### config.mk
export PLATFORM = sky130hd
export DESIGN_NAME = rst_seq_ctrl
export DESIGN_NICKNAME = d
export VERILOG_FILES = /design/src/rtl/rst_seq_pkg.sv /design/src/rtl/rst_seq_fsm.sv /design/src/rtl/rst_seq_cause.sv /design/src/rtl/rst_seq_outdec.sv /design/src/rtl/rst_seq_ctrl.sv
export SDC_FILE = /design/constraint.sdc
export NUM_CORES = 1
export LEC_CHECK = 0
export BUFFER_PORTS_ARGS = -buffer_cell sky130_fd_sc_hd__buf_4
export CAP_MARGIN = 30
export CORE_MARGIN = 2
export CORE_UTILIZATION = 45
export DETAILED_ROUTE_END_ITERATION = 10
export GPL_ROUTABILITY_DRIVEN = 0
export PLACE_DENSITY = 0.71
export SYNTH_ARGS = -nofsm -noshare
export SYNTH_HDL_FRONTEND = slang
export SYNTH_SLANG_ARGS = --single-unit
### constraint.sdc
create_clock -name clk -period 2.8 [get_ports clk]
set_clock_uncertainty 0.15 [all_clocks]
set_input_delay 0 -clock clk [delete_from_list [all_inputs] [get_ports clk]]
set_output_delay 0 -clock clk [all_outputs]
set_load 0.01 [all_outputs]
### src/rtl/rst_seq_pkg.sv
package rst_seq_pkg;

    typedef enum logic [2:0] {
        PH_STALL,
        PH_DRIVE,
        PH_SETTLE,
        PH_VEC_HI,
        PH_VEC_LO,
        PH_RUN
    } phase_e;

    typedef struct packed {
        logic [4:0] rsvd;
        logic       bad_op;
        logic       wdog;
        logic       pwr;
    } cause_t;

    typedef struct packed {
        logic        int_rst;
        logic        pin_lo;
        logic        clk_en;
        logic        vec_vld;
        logic [15:0] addr;
    } drive_t;

    localparam cause_t CAUSE_PWR = '{rsvd: 5'd0, bad_op: 1'b0, wdog: 1'b0, pwr: 1'b1};

    function automatic drive_t phase_drive(phase_e ph, logic [15:0] hi_a, logic [15:0] lo_a);
        drive_t d;
        d = '{int_rst: 1'b0, pin_lo: 1'b0, clk_en: 1'b1, vec_vld: 1'b0, addr: 16'h0000};
        case (ph)
            PH_STALL:  begin d.int_rst = 1'b1; d.pin_lo = 1'b1; d.clk_en = 1'b0; end
            PH_DRIVE:  begin d.int_rst = 1'b1; d.pin_lo = 1'b1; end
            PH_SETTLE: d.int_rst = 1'b1;
            PH_VEC_HI: begin d.vec_vld = 1'b1; d.addr = hi_a; end
            PH_VEC_LO: begin d.vec_vld = 1'b1; d.addr = lo_a; end
            default:   ;
        endcase
        return d;
    endfunction

endpackage

### src/rtl/rst_seq_fsm.sv
module rst_seq_fsm
    import rst_seq_pkg::*;
#(
    parameter int STALL_CYC = 4096,
    parameter int PHASE_CYC = 32
) (
    input  logic   clk,
    input  logic   por_i,
    input  logic   req_i,
    output phase_e phase_o,
    output logic   take_o
);
    localparam int LONGEST = (STALL_CYC > PHASE_CYC) ? STALL_CYC : PHASE_CYC;
    localparam int CNT_W   = (LONGEST > 1) ? $clog2(LONGEST) : 1;
    localparam logic [CNT_W-1:0] STALL_LAST = CNT_W'(STALL_CYC - 1);
    localparam logic [CNT_W-1:0] PHASE_LAST = CNT_W'(PHASE_CYC - 1);

    phase_e           phase_q;
    logic [CNT_W-1:0] cnt_q;

    // requests are not honoured while clocks are gated
    assign take_o  = req_i && (phase_q != PH_STALL);
    assign phase_o = phase_q;

    always_ff @(posedge clk) begin
        if (por_i) begin
            phase_q <= PH_STALL;
            cnt_q   <= '0;
        end else if (take_o) begin
            phase_q <= PH_DRIVE;
            cnt_q   <= '0;
        end else begin
            case (phase_q)
                PH_STALL: begin
                    if (cnt_q == STALL_LAST) begin
                        phase_q <= PH_DRIVE;
                        cnt_q   <= '0;
                    end else begin
                        cnt_q <= cnt_q + CNT_W'(1);
                    end
                end
                PH_DRIVE, PH_SETTLE: begin
                    if (cnt_q == PHASE_LAST) begin
                        phase_q <= (phase_q == PH_DRIVE) ? PH_SETTLE : PH_VEC_HI;
                        cnt_q   <= '0;
                    end else begin
                        cnt_q <= cnt_q + CNT_W'(1);
                    end
                end
                PH_VEC_HI: phase_q <= PH_VEC_LO;
                PH_VEC_LO: phase_q <= PH_RUN;
                default:   phase_q <= PH_RUN;
            endcase
        end
    end
endmodule

### src/rtl/rst_seq_cause.sv
module rst_seq_cause
    import rst_seq_pkg::*;
(
    input  logic   clk,
    input  logic   por_i,
    input  logic   take_i,
    input  logic   wdog_i,
    input  logic   bad_op_i,
    output cause_t cause_o
);
    cause_t cause_q;

    always_ff @(posedge clk) begin
        if (por_i) begin
            cause_q <= CAUSE_PWR;
        end else if (take_i) begin
            cause_q <= '{rsvd: 5'd0, bad_op: bad_op_i, wdog: wdog_i, pwr: 1'b0};
        end
    end

    assign cause_o = cause_q;
endmodule

### src/rtl/rst_seq_outdec.sv
module rst_seq_outdec
    import rst_seq_pkg::*;
#(
    parameter logic [15:0] VEC_HI_ADDR = 16'hFFFE,
    parameter logic [15:0] VEC_LO_ADDR = 16'hFFFF
) (
    input  phase_e phase_i,
    output drive_t drive_o
);
    always_comb begin
        drive_o = phase_drive(phase_i, VEC_HI_ADDR, VEC_LO_ADDR);
    end
endmodule

### src/rtl/rst_seq_ctrl.sv
module rst_seq_ctrl
    import rst_seq_pkg::*;
#(
    parameter int          STALL_CYC   = 4096,
    parameter int          PHASE_CYC   = 32,
    parameter logic [15:0] VEC_HI_ADDR = 16'hFFFE,
    parameter logic [15:0] VEC_LO_ADDR = 16'hFFFF
) (
    input  logic        clk,
    input  logic        pwr_on_i,
    input  logic        wdog_ovf_i,
    input  logic        bad_op_i,
    output logic        int_rst_o,
    output logic        pin_lo_o,
    output logic        clk_en_o,
    output logic        vec_vld_o,
    output logic [15:0] vec_addr_o,
    output logic [7:0]  cause_o
);
    phase_e phase;
    logic   take;
    cause_t cause;
    drive_t drv;

    rst_seq_fsm #(.STALL_CYC(STALL_CYC), .PHASE_CYC(PHASE_CYC)) fsm_i (
        .clk     (clk),
        .por_i   (pwr_on_i),
        .req_i   (wdog_ovf_i | bad_op_i),
        .phase_o (phase),
        .take_o  (take)
    );

    rst_seq_cause cause_i (
        .clk      (clk),
        .por_i    (pwr_on_i),
        .take_i   (take),
        .wdog_i   (wdog_ovf_i),
        .bad_op_i (bad_op_i),
        .cause_o  (cause)
    );

    rst_seq_outdec #(.VEC_HI_ADDR(VEC_HI_ADDR), .VEC_LO_ADDR(VEC_LO_ADDR)) dec_i (
        .phase_i (phase),
        .drive_o (drv)
    );

    assign int_rst_o  = drv.int_rst;
    assign pin_lo_o   = drv.pin_lo;
    assign clk_en_o   = drv.clk_en;
    assign vec_vld_o  = drv.vec_vld;
    assign vec_addr_o = drv.addr;
    assign cause_o    = cause;
endmodule

==> results of run 1 <==
-- worst paths after layout --
check / slack (ps) / endpoint
max: 710 / fsm_i.cnt_q[3]$_SDFFE_PP0P_
min: 300 / fsm_i.phase_o[0]$_SDFFE_PP0P_
max reg2reg: 710 / fsm_i.cnt_q[3]$_SDFFE_PP0P_
min reg2reg: 330 / cause_i.cause_o[0]$_SDFFE_PP1P_
-- kinds of logic after synthesis --
logic type / count (synthesis)
AO/OA/AOI/OAI: 22
XOR/XNOR: 7
adder cells (fa/ha/maj): 1
buffers and inverters: 25
flip-flops: 18
other: 1
AND/OR/NAND/NOR: 56
-- worst reg2reg max path: cells and delay by family (launching register included) --
family                   cells  cell delay [ps]
AO/OA/AOI/OAI                2              650
adder cells (fa/ha/maj)      1              250
flip-flops                   1              360
AND/OR/NAND/NOR              3              600
-- where the power goes --
part	internal (uW)	switching, uW	leakage [uW]
Clock	79.4	81.1	0.0000210
Combinational	36.1	40.9	0.000341
Sequential	267	13.3	0.000146
-- routing by layer --
layer / track usage / up-vias
met5: 0 / -
met4: 0.0375 / 0
met3: 0.0417 / 2
met2: 0.297 / 31
met1: 0.167 / 398
li1: - / 462
-- cell type report --
| class | count | share of cell area |
|---|---|---|
| clock buffers | 4 | 0.0280 |
| inverters | 3 | 0.00868 |
| multi-input cells | 91 | 0.468 |
| flip-flops and latches | 18 | 0.278 |
| well taps | 30 | 0.0289 |
| repair buffers | 31 | 0.189 |
-- flip-flops by register name, summed over array words and instances, names as in the netlist --
name / count
fsm_i.cnt_q: 12
cause_i.cause_o: 3
fsm_i.phase_o: 3
-- synthesized netlist by cell type, types with 2 or more instances --
master	instances	share of area
nand2b_1	3	0.017
nand4_1	3	0.017
a211oi_1	2	0.013
nand2_1	12	0.040
a21o_1	2	0.013
dfxtp_1	18	0.32
buf_4	21	0.14
xnor2_1	5	0.039
a21oi_1	2	0.0088
and2_1	2	0.011
o311ai_2	2	0.029
nor2_1	14	0.046
inv_1	3	0.0099
o21ai_1	2	0.0088
nor3_1	4	0.018
nand3_1	8	0.035
o21ai_0	2	0.0088
-- metrics by stage --
| stage | area [um2] | std cells |
|---|---|---|
| 2_1_floorplan | 1150 | 134 |
| 3_3_place_gp | 1210 | 168 |
| 3_5_place_dp | 1210 | 168 |
| 4_1_cts | 1300 | 177 |
| 5_1_grt | 1300 | 177 |
| 6_report | 1300 | 177 |
==> results.md, run 1 <==
* CP Depth at 6
* Hold_buf cts at 5
* Primary FF master, synth: dfxtp_1
* DRC viols at 0
* Post-CTS sizing at 0
* Post-synthesis area per instance at 8.71 um2
* Crit-path max FO at 5
* Reg2reg start: fsm_i.cnt_q[0]$_SDFFE_PP0P_
* Diode count at 0
* Setup Buffers After CTS at 0
* Final setup viols at 0
* Setup CP Type: register to register
* Mux cell area share after synthesis at 0
* Sum Neg Setup Slack at 0 ps
* Post-Synth XOR/XNOR Area at 0.0707
* Final Max Tran Viols at 0
* Vias in the first global route at 781
* Unrepaired setup endpoints after global routing: false
* CP required at 2860 ps
* Crit path from: fsm_i.cnt_q[0]$_SDFFE_PP0P_
* Max incr delay on CP at 360 ps
* Tightest Hold Check Type: input port to register
* Sink Count at 18
* Grt total ovfl at 0
* Cell variety after synth at 42
* Fill count at 236
* Die Span Y at 54.2 um
* Synth Instances at 130
* Via-to-Cell Ratio at 5.05
* Worst-Skew Late Latency at 300 ps
* Hold path startpoint: pwr_on_i
* Largest family of logic cells by synthesized area: simple AND/OR/NAND/NOR gates
* Die span in x at 54.2 um
* H-tree depth at 1
* CP Launch Type: register
* Wire length per cell at 12.2 um
* Die Area at 2930 um2
* Pre-CTS setup slack at 727 ps
* Root Driver: clkbuf_4
* Part of the cycle the worst path needs at 0.747
* Critical Path Slowest Stage Cell: dfxtp_1
* Synth warn at 0
* Layout cells sized above 1 at 0.286
* Async S/R FF share, synth at 0
* Clock transition at path regs at 100 ps
* Syn Std Cell Area at 1130 um2
* Compound-Gate Fraction of Synth Area at 0.186
* Hold_ws at 300 ps
* Metal-1 WL at 940 um
* Largest net degree at the start of global routing at 17
* Hold Fails Final Rpt at 0
* Power, Total at 517 uW
* Power Density at 399 nW/um2
* Post-DRT Antenna Nets at 0
* Most common cell after layout, fill and taps aside: buf_4
* Post-Synth Adder-Cell Area at 0.0110
* Global-route wire length before repair at 3.29 mm
* Reg area at 360 um2
* Pleak at 0.000508 uW
* Met3 wire len at 157 um
* Buf/Inv on CP at 0
* FMAX at 478 MHz
* Register area share after synthesis at 0.318
* CORE AREA at 2430 um2
* GRT Resource Usage Total at 0.156
* Critical Path, Cell by Cell: ha_1 > and4_1 > and3_4 > a211oi_4 > nand2_2 > o311ai_2
* Fin crit period at 2090 ps
* IO Count at 32
* Crit-path leading delay family: compound AO/OA/AOI/OAI gates
* Pre-antenna DRT Iters at 4
* Via Count at 893
* Max cap viols at 0
* Arrival @ worst endpoint at 2150 ps
* Worst setup EP type: register
* Layout Area Growth over Synthesis at 14.6%
* Worst Hold Path Cells at 3
* Initial antenna violation count at 0
* Post-synth EDFFs at 0
* Max layer used: met4
* CTS Buf Count at 3
* Final Util at 0.533
* Initial core utilization at 0.466
* Final HPWL DP at 1.62 mm
* Most frequent cells in the layout: 26 x buf_4, 18 x dfxtp_1, 14 x nor2_1
* Detailed Route WL at 2.17 mm
* Setup WS post-layout at 708 ps
* Simple-Gate Fraction of Synth Area at 0.252
* Yosys reg bits at 18
* Met2 wire length at 1.05 mm
* Layout Nets at 153
* Multi-input gate area at 607 um2
* Cell Rows at 18
* Port buffer count at 26
* Worst R2R Path Depth at 6
* Iteration-0 DRC Markers at 8
* CTS tree: built
* Outcome: finished clean
* Clk buf depth at 2
* Peak supply drop at 0.288 mV
No activity file was read; power rests on OpenSTA's default activity.
==> run 2: changes to the inputs <==
==> constraint.sdc (replaced) <==
create_clock -name clk -period 2.08 [get_ports clk]
set_clock_uncertainty 0.15 [all_clocks]
set_input_delay 0 -clock clk [delete_from_list [all_inputs] [get_ports clk]]
set_output_delay 0 -clock clk [all_outputs]
set_load 0.01 [all_outputs]
==> results.md, run 2 (same netlist as run 1, synthesis figures left out) <==
* Outcome: finished clean
* Vias in the first global route at 797
* Layout Nets at 155
* Most common cell after layout, fill and taps aside: buf_4
* Max reg flops at 12
* Fin crit period at 2010 ps
* CTS tree: built
* FMAX at 497 MHz
* Cell Count, Final, Fillers Out at 179
* Max cap viols at 0
* DRC viols at 0
* Root Driver: clkbuf_4
* Sum Neg Setup Slack at 0 ps
* CP Launch Type: register
* Wire length per cell at 12.5 um
* Multi-input gate area at 614 um2
* Final setup viols at 0
* Diode count at 0
* Die Area at 2930 um2
* CORE AREA at 2430 um2
* Port buffer count at 26
* Placed Instances at 168
* Reg area at 362 um2
* Via Count at 924
* Crit-path max FO at 5
* Die span in x at 54.2 um
* Peak supply drop at 0.359 mV
* Pre-antenna DRT Iters at 4
* Pre-CTS setup slack at 8.84 ps
* Iteration-0 DRC Markers at 12
* GRT Resource Usage Total at 0.164
* Setup WS post-layout at 68.7 ps
* Arrival @ worst endpoint at 2070 ps
* Layout cells sized above 1 at 0.315
* Setup slack, reg-to-reg at 70 ps
* Placed Area at 1210 um2
* Pleak at 0.000515 uW
* Tightest Hold Check Type: input port to register
* Clock transition at path regs at 110 ps
* Part of the cycle the worst path needs at 0.967
* Global-route wire length before repair at 3.48 mm
* IO Count at 32
* CP required at 2140 ps
* Grt total ovfl at 0
* Layout Area Growth over Synthesis at 16.7%
* Final HPWL DP at 1.60 mm
* Most frequent cells in the layout: 28 x buf_4, 17 x dfxtp_1, 14 x nor2_1
* Detailed Route WL at 2.25 mm
* Cell Rows at 18
* Fill count at 222
* CTS Buf Count at 3
* Final Util at 0.543
* Post-DRT Antenna Nets at 0
* Via-to-Cell Ratio at 5.16
* Final instance area at 1320 um2
* Final Max Tran Viols at 0
* Die Span Y at 54.2 um
* H-tree depth at 1
* Worst-Skew Late Latency at 290 ps
* Initial core utilization at 0.466
* Hold Fails Final Rpt at 0
* Clk buf depth at 2
* Largest net degree at the start of global routing at 17
* Largest reg by FF count: fsm_i.cnt_q
* Power Density at 532 nW/um2
* Worst setup EP type: register
* Initial antenna violation count at 0
* Setup CP Type: register to register
* Sink Count at 18
-- run 2: metal layers --
metal	wire (um)	global-route usage	vias up	part of all wire
li1	-	-	464	-
met1	950	0.187	422	0.42
met2	1100	0.301	34	0.49
met3	170	0.0333	4	0.076
met4	27	0.0500	0	0.012
met5	0	0	-	0
-- run 2: timing repair --
item	CTS	global route
setup endpoints to repair	1	3
hold buffers	5	0
hold endpoints to repair	7	0
pin swaps	1	2
gates resized for setup	0	3
buffers inserted	0	2
-- run 2: per-stage QoR --
stage / total power [uW] / hold slack (ps)
floorplan: 458 / -80.9
global placement: 475 / 47.4
detailed placement: 478 / 52.6
CTS: 700 / 288
global route: 742 / 324
finish: 703 / 295
-- run 2: report_power, final --
part | total [uW] | leakage (uW) | internal [uW] | switching, uW
logic | 108 | 0.000348 | 53.4 | 55.0
registers | 378 | 0.000146 | 359 | 18.5
clock network | 217 | 0.0000210 | 107 | 110
total | 703 | 0.000515 | 520 | 183
-- run 2: final timing paths --
path | startpoint | end | cells after the start
setup reg to reg | fsm_i.cnt_q[0]$_SDFFE_PP0P_ | fsm_i.cnt_q[3]$_SDFFE_PP0P_ | 6
hold / removal | pwr_on_i | fsm_i.phase_o[0]$_SDFFE_PP0P_ | 3
hold reg to reg | fsm_i.cnt_q[0]$_SDFFE_PP0P_ | fsm_i.cnt_q[0]$_SDFFE_PP0P_ | 1
setup / recovery | fsm_i.cnt_q[0]$_SDFFE_PP0P_ | fsm_i.cnt_q[3]$_SDFFE_PP0P_ | 6
-- run 2: worst max-delay path, cell delays in order, from the launching register on --
cell and delay, ps:
dfxtp_2 360, ha_2 200, and4_1 230, and3_4 220, a211oi_4 320, nand2_2 150
o311ai_2 290
-- run 2: final cells by class --
class	instances	area share
tap	30	0.0284
sequential	18	0.274
inverter	3	0.00852
timing repair buffer	33	0.197
clock buffer	4	0.0275
multi-input combinational	91	0.465
